$ cat src/rtl/evctr_pkg.sv
package evctr_pkg;

    localparam int CW = 16;
    localparam int NB = (2 * CW) / 8;
    localparam int IW = $clog2(NB);

    localparam logic [7:0] A_CTRL = 8'h0C;
    localparam logic [7:0] A_CNT0 = 8'h0D;

    typedef struct packed {
        logic snap;
        logic casc;
        logic pol_b;
        logic pol_a;
    } ctrl_t;

    typedef logic [NB-1:0][7:0] bytes_t;

    function automatic logic cnt_hit(input logic [7:0] a);
        return (a >= A_CNT0) && (32'(a) < 32'(A_CNT0) + NB);
    endfunction

    function automatic logic [IW-1:0] cnt_idx(input logic [7:0] a);
        logic [7:0] d;
        d = a - A_CNT0;
        return d[IW-1:0];
    endfunction

    function automatic int pulse_cycles(input int hz, input int ms);
        return (hz / 1000) * ms;
    endfunction

endpackage

$ cat src/rtl/evctr_edge.sv
module evctr_edge #(
    parameter int SYNC_STAGES = 2
) (
    input  logic clk,
    input  logic rst,
    input  logic pin,
    input  logic pol,
    output logic evt
);
    logic [SYNC_STAGES-1:0] sync_q;
    logic                   seen_q;
    logic                   cur;

    always_ff @(posedge clk) begin
        if (rst) sync_q <= '0;
        else     sync_q <= {sync_q[SYNC_STAGES-2:0], pin};
    end

    assign cur = sync_q[SYNC_STAGES-1] ^ pol;
    assign evt = cur & ~seen_q;

    always_ff @(posedge clk) begin
        if (rst) seen_q <= 1'b0;
        else     seen_q <= cur;
    end

    // a reported event leaves the remembered value at 1
    assert_evt_level_R3: assert property (@(posedge clk) disable iff (rst)
        evt |=> seen_q);

endmodule

$ cat src/rtl/evctr_bank.sv
module evctr_bank
    import evctr_pkg::*;
(
    input  logic          clk,
    input  logic          rst,
    input  logic          evt_a,
    input  logic          evt_b,
    input  logic          casc,
    input  logic          wr_en,
    input  logic [IW-1:0] wr_idx,
    input  logic [7:0]    wr_data,
    input  logic          snap,
    output bytes_t        hold,
    output logic          counted
);
    logic [2*CW-1:0] live_q;
    bytes_t          hold_q;
    logic [CW-1:0]   c_lo, c_hi;
    logic            inc_lo, inc_hi;

    assign c_lo   = live_q[CW-1:0];
    assign c_hi   = live_q[2*CW-1:CW];
    assign inc_lo = evt_a & ~wr_en;
    assign inc_hi = casc ? (inc_lo & (&c_lo)) : (evt_b & ~wr_en);
    assign counted = inc_lo | (evt_b & ~wr_en & ~casc);

    always_ff @(posedge clk) begin
        if (rst) begin
            live_q <= '0;
        end else if (wr_en) begin
            live_q[32'(wr_idx)*8 +: 8] <= wr_data;
        end else begin
            live_q <= {c_hi + CW'(inc_hi), c_lo + CW'(inc_lo)};
        end
    end

    always_ff @(posedge clk) begin
        if (rst)       hold_q <= '0;
        else if (snap) hold_q <= bytes_t'(live_q);
    end

    assign hold = hold_q;

    assert_wrap_R4: assert property (@(posedge clk) disable iff (rst)
        (!casc && !wr_en && evt_a && (&c_lo)) |=> (c_lo == '0));

    assert_b_ignored_R5: assert property (@(posedge clk) disable iff (rst)
        (casc && !wr_en && !(evt_a && (&c_lo))) |=> (c_hi == $past(c_hi)));

    assert_hold_stable_R6: assert property (@(posedge clk) disable iff (rst)
        !snap |=> $stable(hold_q));

    assert_write_blocks_R8: assert property (@(posedge clk) disable iff (rst)
        (wr_en && wr_idx == '0) |=> (c_lo[CW-1:8] == $past(c_lo[CW-1:8])));

endmodule

$ cat src/rtl/evctr_pulse.sv
module evctr_pulse #(
    parameter int LEN = 5_000_000
) (
    input  logic clk,
    input  logic rst,
    input  logic trig,
    output logic out_n
);
    localparam int TW = $clog2(LEN + 1);

    logic [TW-1:0] tmr_q;

    always_ff @(posedge clk) begin
        if (rst)              tmr_q <= '0;
        else if (trig)        tmr_q <= TW'(LEN);
        else if (tmr_q != '0) tmr_q <= tmr_q - 1'b1;
    end

    assign out_n = (tmr_q == '0);

    assert_pulse_start_R9: assert property (@(posedge clk) disable iff (rst)
        trig |=> !out_n);

    assert_timer_bound_R9: assert property (@(posedge clk) disable iff (rst)
        tmr_q <= TW'(LEN));

endmodule

$ cat src/rtl/evctr_top.sv
module evctr_top
    import evctr_pkg::*;
#(
    parameter int CLK_HZ   = 50_000_000,
    parameter int PULSE_MS = 100
) (
    input  logic       clk,
    input  logic       rst,
    input  logic       ev_in_a,
    input  logic       ev_in_b,
    input  logic [7:0] reg_addr,
    input  logic       reg_wr,
    input  logic [7:0] reg_wdata,
    output logic [7:0] reg_rdata,
    output logic       irq_drive_n
);
    localparam int PULSE_LEN = pulse_cycles(CLK_HZ, PULSE_MS);

    ctrl_t        ctrl_q;
    logic [1:0]   pins, pols, evts;
    bytes_t       hold;
    logic         counted;
    logic         wr_ctrl, wr_cnt;

    assign wr_ctrl = reg_wr && (reg_addr == A_CTRL);
    assign wr_cnt  = reg_wr && cnt_hit(reg_addr);

    always_ff @(posedge clk) begin
        if (rst)          ctrl_q <= '0;
        else if (wr_ctrl) ctrl_q <= ctrl_t'(reg_wdata[3:0]);
        else if (ctrl_q.snap) ctrl_q.snap <= 1'b0;
    end

    assign pins = {ev_in_b, ev_in_a};
    assign pols = {ctrl_q.pol_b, ctrl_q.pol_a};

    for (genvar i = 0; i < 2; i++) begin : g_in
        evctr_edge #(.SYNC_STAGES(2)) u_edge (
            .clk (clk),
            .rst (rst),
            .pin (pins[i]),
            .pol (pols[i]),
            .evt (evts[i])
        );
    end

    evctr_bank u_bank (
        .clk     (clk),
        .rst     (rst),
        .evt_a   (evts[0]),
        .evt_b   (evts[1]),
        .casc    (ctrl_q.casc),
        .wr_en   (wr_cnt),
        .wr_idx  (cnt_idx(reg_addr)),
        .wr_data (reg_wdata),
        .snap    (ctrl_q.snap),
        .hold    (hold),
        .counted (counted)
    );

    evctr_pulse #(.LEN(PULSE_LEN)) u_pulse (
        .clk   (clk),
        .rst   (rst),
        .trig  (counted),
        .out_n (irq_drive_n)
    );

    always_comb begin
        reg_rdata = '0;
        if (reg_addr == A_CTRL)      reg_rdata = {4'b0, ctrl_q};
        else if (cnt_hit(reg_addr))  reg_rdata = hold[cnt_idx(reg_addr)];
    end

    assert_snap_clear_R6: assert property (@(posedge clk) disable iff (rst)
        (ctrl_q.snap && !wr_ctrl) |=> !ctrl_q.snap);

    assert_casc_no_irq_R10: assert property (@(posedge clk) disable iff (rst)
        (ctrl_q.casc && !evts[0] && irq_drive_n) |=> irq_drive_n);

endmodule

$ cat config.mk
export PLATFORM = sky130hd
export DESIGN_NAME = evctr_top
export DESIGN_NICKNAME = d
export VERILOG_FILES = /design/src/rtl/evctr_pkg.sv /design/src/rtl/evctr_edge.sv /design/src/rtl/evctr_bank.sv /design/src/rtl/evctr_pulse.sv /design/src/rtl/evctr_top.sv
export SDC_FILE = /design/constraint.sdc
export NUM_CORES = 1
export LEC_CHECK = 0
export BUFFER_PORTS_ARGS = -buffer_cell sky130_fd_sc_hd__buf_2
export CORE_MARGIN = 5
export CORE_UTILIZATION = 50
export DETAILED_ROUTE_END_ITERATION = 16
export GPL_ROUTABILITY_DRIVEN = 0
export MAX_ROUTING_LAYER = met4
export PLACE_DENSITY_LB_ADDON = 0.2
export SYNTH_ARGS = -nofsm -noshare
export SYNTH_HDL_FRONTEND = slang
export SYNTH_SLANG_ARGS = --single-unit
$ cat constraint.sdc
create_clock -name clk -period 5.7 [get_ports clk]
set_input_delay 0.57 -clock clk [delete_from_list [all_inputs] [get_ports clk]]
set_output_delay 0.57 -clock clk [all_outputs]
set_load 0.005 [all_outputs]
### Yosys cells after proc, flatten, opt, wreduce, memory -nomap -nowiden

Index checks and enable logic that the tools add are counted.

* register bits: 97
* output and inout bits: 9
* word-level logic and storage cells: 58

* $add $sub $neg: 5
* $lt $le $gt $ge: 3
* equal/unequal tests: 1
* shift operators: 2
* muxes and demuxes: 9
* bitwise logic cells: 14
* reductions and logical operators: 9

Operator list (count)
* 2-to-1 mux 23 bit: 2
* negator 5 -> 34 bit: 1
* variable shift 8 x 34 -> 32 bit, first input constant: 1
* variable part select 8 x 34 -> 32 bit: 1
* adder 16 x 1 -> 16 bit: 2
* bitwise mux 32 bit: 1
* 2-to-1 mux 32 bit: 1
* 2-to-1 mux 8 bit: 3
* zero test 23 bit: 1
* nonzero test 23 bit: 1
* subtractor 23 x 1 -> 23 bit, second input constant: 1
* binary-select mux 8 bit (select 2 bit): 1
* AND reduction 16 bit: 1
* equality test 8 x 4 -> 1 bit, second input constant: 1
* greater-or-equal comparator 8 x 4 -> 1 bit, second input constant: 1
* < comparator 8 x 5 -> 1 bit, second input constant: 1
* AND 1 bit: 6
* inverter 1 bit: 5
* OR reduction 2 bit: 2
* logical AND 1 bit: 3
* < comparator 2 x 3 -> 1 bit, second input constant: 1
* nonzero test 2 bit: 1
* subtractor 2 x 1 -> 2 bit, second input constant: 1
* bitwise XOR 1 bit: 2
* other kinds (2): 2

### Logic depth before layout (Yosys ltp)

* depth in word-level cells: 9
* depth in mapped cells: 15
* depth with buffers taken out: 13

### By module

A second synthesis with hierarchy kept.

* cells, all modules: 613
* area, all modules: 5386.4 um^2

By module, submodules not included
* evctr_bank: instances 1, cells an instance 374, area an instance 3234.4 um^2
* evctr_pulse: instances 1, cells an instance 169, area an instance 1421.4 um^2
* evctr_top: instances 1, cells an instance 54, area an instance 553.0 um^2
* evctr_edge: instances 2, cells an instance 8, area an instance 88.8 um^2

### Least setup slack after synthesis

OpenSTA, ideal clock, no wires.

* path kind: input to register
* from: input port reg_addr[0]
* to: register u_bank.live_q[10]
* setup time: 0.062 ns
* arrival: 3.312 ns
* data required time: 5.638 ns
* slack: 2.326 ns
* stages on the path: 15
* cell sequence: inv_1 -> ha_1 -> nor4bb_1 -> o21ba_2 -> clkbuf_1 -> nor2_1 -> buf_2 -> nor3_1 -> ha_1 -> ha_1 -> nand2_1 -> nor2_1 -> o21ai_0 -> or4_1 -> nand3_1

* word-level cells in the longest chain between the ends: 7
* elaborated cells between the ends (all ways): 13
* those cells by class: 3 x add/sub; 2 x order compare; 2 x shift; 2 x mux; 2 x bitwise; 2 x reduce/logical

RTL lines
* start: declaration: line evctr_top.sv:11 `input logic [7:0] reg_addr,`
* greater-or-equal comparator 8 x 4 -> 1 bit / < comparator 8 x 5 -> 1 bit (equally long branches): line evctr_pkg.sv:20 `return (a >= A_CNT0) && (32'(a) < 32'(A_CNT0) + NB);`
* logical AND 1 bit: line evctr_pkg.sv:20
* logical AND 1 bit: line evctr_top.sv:26 `assign wr_cnt = reg_wr && cnt_hit(reg_addr);`
* inverter 1 bit: line evctr_bank.sv:23 `assign inc_lo = evt_a & ~wr_en;`
* AND 1 bit: line evctr_bank.sv:23
* adder 16 x 1 -> 16 bit: line evctr_bank.sv:33 `live_q <= {c_hi + CW'(inc_hi), c_lo + CW'(inc_lo)};`
* 2-to-1 mux 32 bit *: line evctr_bank.sv:30 `end else if (wr_en) begin`
* end signal: indexed assignment: line evctr_bank.sv:31 `live_q[32'(wr_idx)*8 +: 8] <= wr_data;`
* end signal: assignment: line evctr_bank.sv:33
* end: declaration: line evctr_bank.sv:16 `logic [2*CW-1:0] live_q;`

Mark *: on every way between the ends. The rest lies on a longest branch, timed or not.
A chain may end at the register's enable or synchronous reset.

### Final worst setup path

Same ends and word-level chain as after synthesis.

==> run_results.csv <==
group,metric,value,unit
outcome,status,"finished, final reports clean",
setup_path,required,6.03,ns
synth,yosysWarnings,0,
cts,numCtsBuffers,9,
detailed_routing,dr.pass1.iters,7,
detailed_routing,first_iter_violations,375,
setup_path,end_kind,"register",
timing,tns,0,ns
place,pre_cts_ws,1.909,ns
cts,cts_resized,0,
timing,setup_viol,0,
pwr,ir_drop,0.3603,mV
job,drv_cap,0,
synth,synth_adder_area_share,2.774,%
die,die-area,0.01202,mm²
setup_path,cp_max_fo,15,
setup_path,cpLargestDelayFamily,"simple AND/OR/NAND/NOR gates",
die,io_pins,30,
setup_path,cpMostUsedCell,"ha_1",
place,port_buffers,29,
detailed_routing,viasPerCell,6.170,
final_layout,drive_gt1_share,12.39,%
grt,antenna_found_initial,0,
die,fp-row-count,36,
timing,layout_min_cycle_time,3.480,ns
synth,yosysSeqAreaShare,39.13,%
synth,synth-simple-area-share,24.16,%
synth,ys.flop_type,"dfxtp_1",
cts,clk_pin_slew_worst_paths,0.09,ns
synth,synth_top_family_by_area,"simple AND/OR/NAND/NOR gates",
timing,worst_slack,2.220,ns
grt,grt_start_max_net_pins,45,
grt,grtUsageTotal,24.57,%
setup_path,criticalPathCategory,"in -> reg",
setup_path,cp_slowest_cell,"o21ba_2",
cts,cts.sinks,97,
synth,synth_compound_area_share,17.78,%
synth,synth-xor-area-share,2.118,%
final_layout,nets,616,
cts,clock_latency,0.39,ns
grt,grt_first_pass_wirelength,22240,µm
timing,period_share,61.04,%
synth,syn_inst,570,
final_layout,fin_cells,722,
timing,rsz0062_at_grt,"no",
worst_hold_path,hold_class,"in -> reg",
cts,ctsHtreeMaxLevel,3,
synth,async_flop_share,0,%
die,core,0.009729,mm²
timing,worst_pin_slew,1.032,ns
synth,synth-seq-cells,97,
final_layout,syn_to_final_growth,8.901,%
timing,relSlewSlack,30.48,%
detailed_routing,drc,0,
timing,fmax,287.4,MHz
synth,synth_nets,602,
timing,hold_violations,0,
timing,timing.final.max_slew_violations,0,
place,dpl.cell_count,706,
detailed_routing,num_vias,4455,
pwr,power_density,316.2,mW/mm²
timing,fin_skew,0.01065,ns
die,die_x,109.6,µm
synth,netlist_area,0.004962,mm²
cts,hold_buffers,0,
final_layout,finish.instance_area,0.005404,mm²
cts,clock_path_buffers,2,
grt,grt.overflow.total,0,
synth,post_synth.cell_area_avg,8.706,µm²
final_layout,antenna_cells,0,
die,die_y,109.6,µm
setup_path,crit_path_max_incr_delay,0.43,ns
synth,synth_mux_area_share,10.09,%
grt,grt_pass1_vias,4176,
cts,root_buffer,"clkbuf_8",
setup_path,crit_arrival,3.81,ns
die,start_util,51.00,%
place,hpwlAfterDp,9487,µm
cts,cts_setup_buffers,0,
cts,cts_tree,"built",
setup_path,critPathBufInv,2,
synth,synth_cell_types,63,
setup_path,cp_cell_sequence,"buf_2 > inv_1 > ha_1 > nor4bb_1 > o21ba_2 > nor2_1 > nor3_1 > ha_1 > ha_1 > nand2_1 > nor2_1 > o21ai_0 > or4_1 > nand3_1",
detailed_routing,ant_nets,0,
setup_path,worstSetupStartpointType,"primary input",
pwr,leakagePower,1.835,nW
synth,synth_edf_count,0,
detailed_routing,routed_wl,13320,µm
detailed_routing,wl_per_cell,18.44,µm
place,place_area,0.005186,mm²
layout by cell type, fill, tap and decap left out, types with 11 or more instances in the layout:
| cell | Yosys | routed |
|---|---|---|
| o211ai_1 | 11 | 11 |
| a21oi_1 | 30 | 30 |
| dfxtp_1 | 97 | 96 |
| mux2i_1 | 32 | 32 |
| nand3_1 | 37 | 37 |
| nor2_1 | 64 | 64 |
| a31oi_1 | 11 | 11 |
| o21ai_0 | 14 | 14 |
| ha_1 | 11 | 11 |
| buf_2 | 1 | 29 |
| nor2b_1 | 15 | 15 |
| nand2_1 | 49 | 49 |
| nor3_1 | 15 | 15 |
| inv_1 | 16 | 16 |
logic make-up (layout without fill, tap and decap cells):
logic type,count (synthesis),in the layout
AO/OA/AOI/OAI,125,125
XOR/XNOR,12,12
adder cells (fa/ha/maj),11,11
buffers and inverters,48,67
flip-flops,97,97
multiplexers,40,40
AND/OR/NAND/NOR,237,237
sequential cells by signal (all words and copies together) (netlist names):
signal / cells
ctrl_q: 4
g_in.u_edge.seen_q: 2
g_in.u_edge.sync_q: 4
u_bank.hold: 32
u_bank.live_q: 32
u_pulse.tmr_q: 23
worst paths after layout:
check | start | endpoint | slack [ns] | depth (start not counted)
worst max-delay path | reg_addr[0] | u_bank.live_q[10] | 2.22 | 14
worst min-delay path | ev_in_b | g_in[1].u_edge.sync_q[0] | 0.40 | 2
worst max register to register | u_bank.live_q[7] | u_bank.live_q[24] | 2.68 | 12
worst min register to register | g_in[0].u_edge.sync_q[0] | g_in[0].u_edge.sync_q[1] | 0.45 | 1
power by group:
group          switching (mW)  internal [mW]  total, mW
clock                   0.248          0.249      0.497
sequential             0.0608          0.726      0.787
combinational           0.266          0.159      0.425
total                   0.575           1.13       1.71
stage by stage:
stage / power [mW] / hold WS (ns) / utilization (%)
floorplan: 1.127 / 0.4138 / -
global placement: 1.207 / 0.4171 / 53.31
detailed placement: 1.218 / 0.4313 / 53.31
CTS: 1.714 / 0.3813 / 55.54
global route: 1.807 / 0.3879 / 55.54
finish: 1.709 / 0.3961 / 55.54
layout make-up:
class | instances | area, µm²
Multi-Input combinational cell | 425 | 2830
Fill cell | 931 | 4325
Tap cell | 133 | 166.4
Sequential cell | 97 | 1943
Timing Repair Buffer | 34 | 182.7
Inverter | 17 | 63.81
Clock inverter | 6 | 90.09
Clock buffer | 10 | 127.6
synthesized netlist by cell type, drive strengths merged, types with 2 or more instances:
| master | count | area [µm²] |
|---|---|---|
| nor2b | 15 | 93.84 |
| o221a | 2 | 22.52 |
| or4 | 12 | 97.59 |
| nor4b | 2 | 23.77 |
| nor4 | 5 | 31.28 |
| xnor2 | 5 | 43.79 |
| dfxtp | 97 | 1942 |
| inv | 17 | 63.81 |
| nand2b | 3 | 18.77 |
| nand3 | 37 | 185.2 |
| nor2 | 64 | 240.2 |
| or3 | 11 | 73.82 |
| o2111a | 2 | 22.52 |
| a31oi | 11 | 68.82 |
| o2111ai | 5 | 43.79 |
| a211oi | 6 | 45.04 |
| o21bai | 2 | 15.01 |
| a221oi | 3 | 26.28 |
| xor2 | 7 | 61.31 |
| a22oi | 4 | 30.03 |
| and3 | 7 | 43.79 |
| mux2i | 32 | 320.3 |
| nor3 | 17 | 101.4 |
| clkbuf | 21 | 78.83 |
| a21oi | 30 | 150.1 |
| o41ai | 2 | 17.52 |
| a311oi | 5 | 43.79 |
| nor3b | 3 | 22.52 |
| o211ai | 11 | 82.58 |
| o311ai | 8 | 70.07 |
| o31ai | 8 | 73.82 |
| nand4 | 5 | 31.28 |
| nand2 | 50 | 190.2 |
| and2 | 2 | 12.51 |
| o21ai | 16 | 80.08 |
| o22ai | 2 | 12.51 |
| ha | 11 | 137.6 |
| mux4 | 8 | 180.2 |
| buf | 10 | 53.80 |
layer usage:
metal | GRT usage [%] | part of all wire [%]
met5 | - | 0
met4 | 7.302 | 1.6
met3 | 6.048 | 7.8
met2 | 38.01 | 47
met1 | 31.96 | 44
Note: power is estimated with default switching activity, not from simulation.
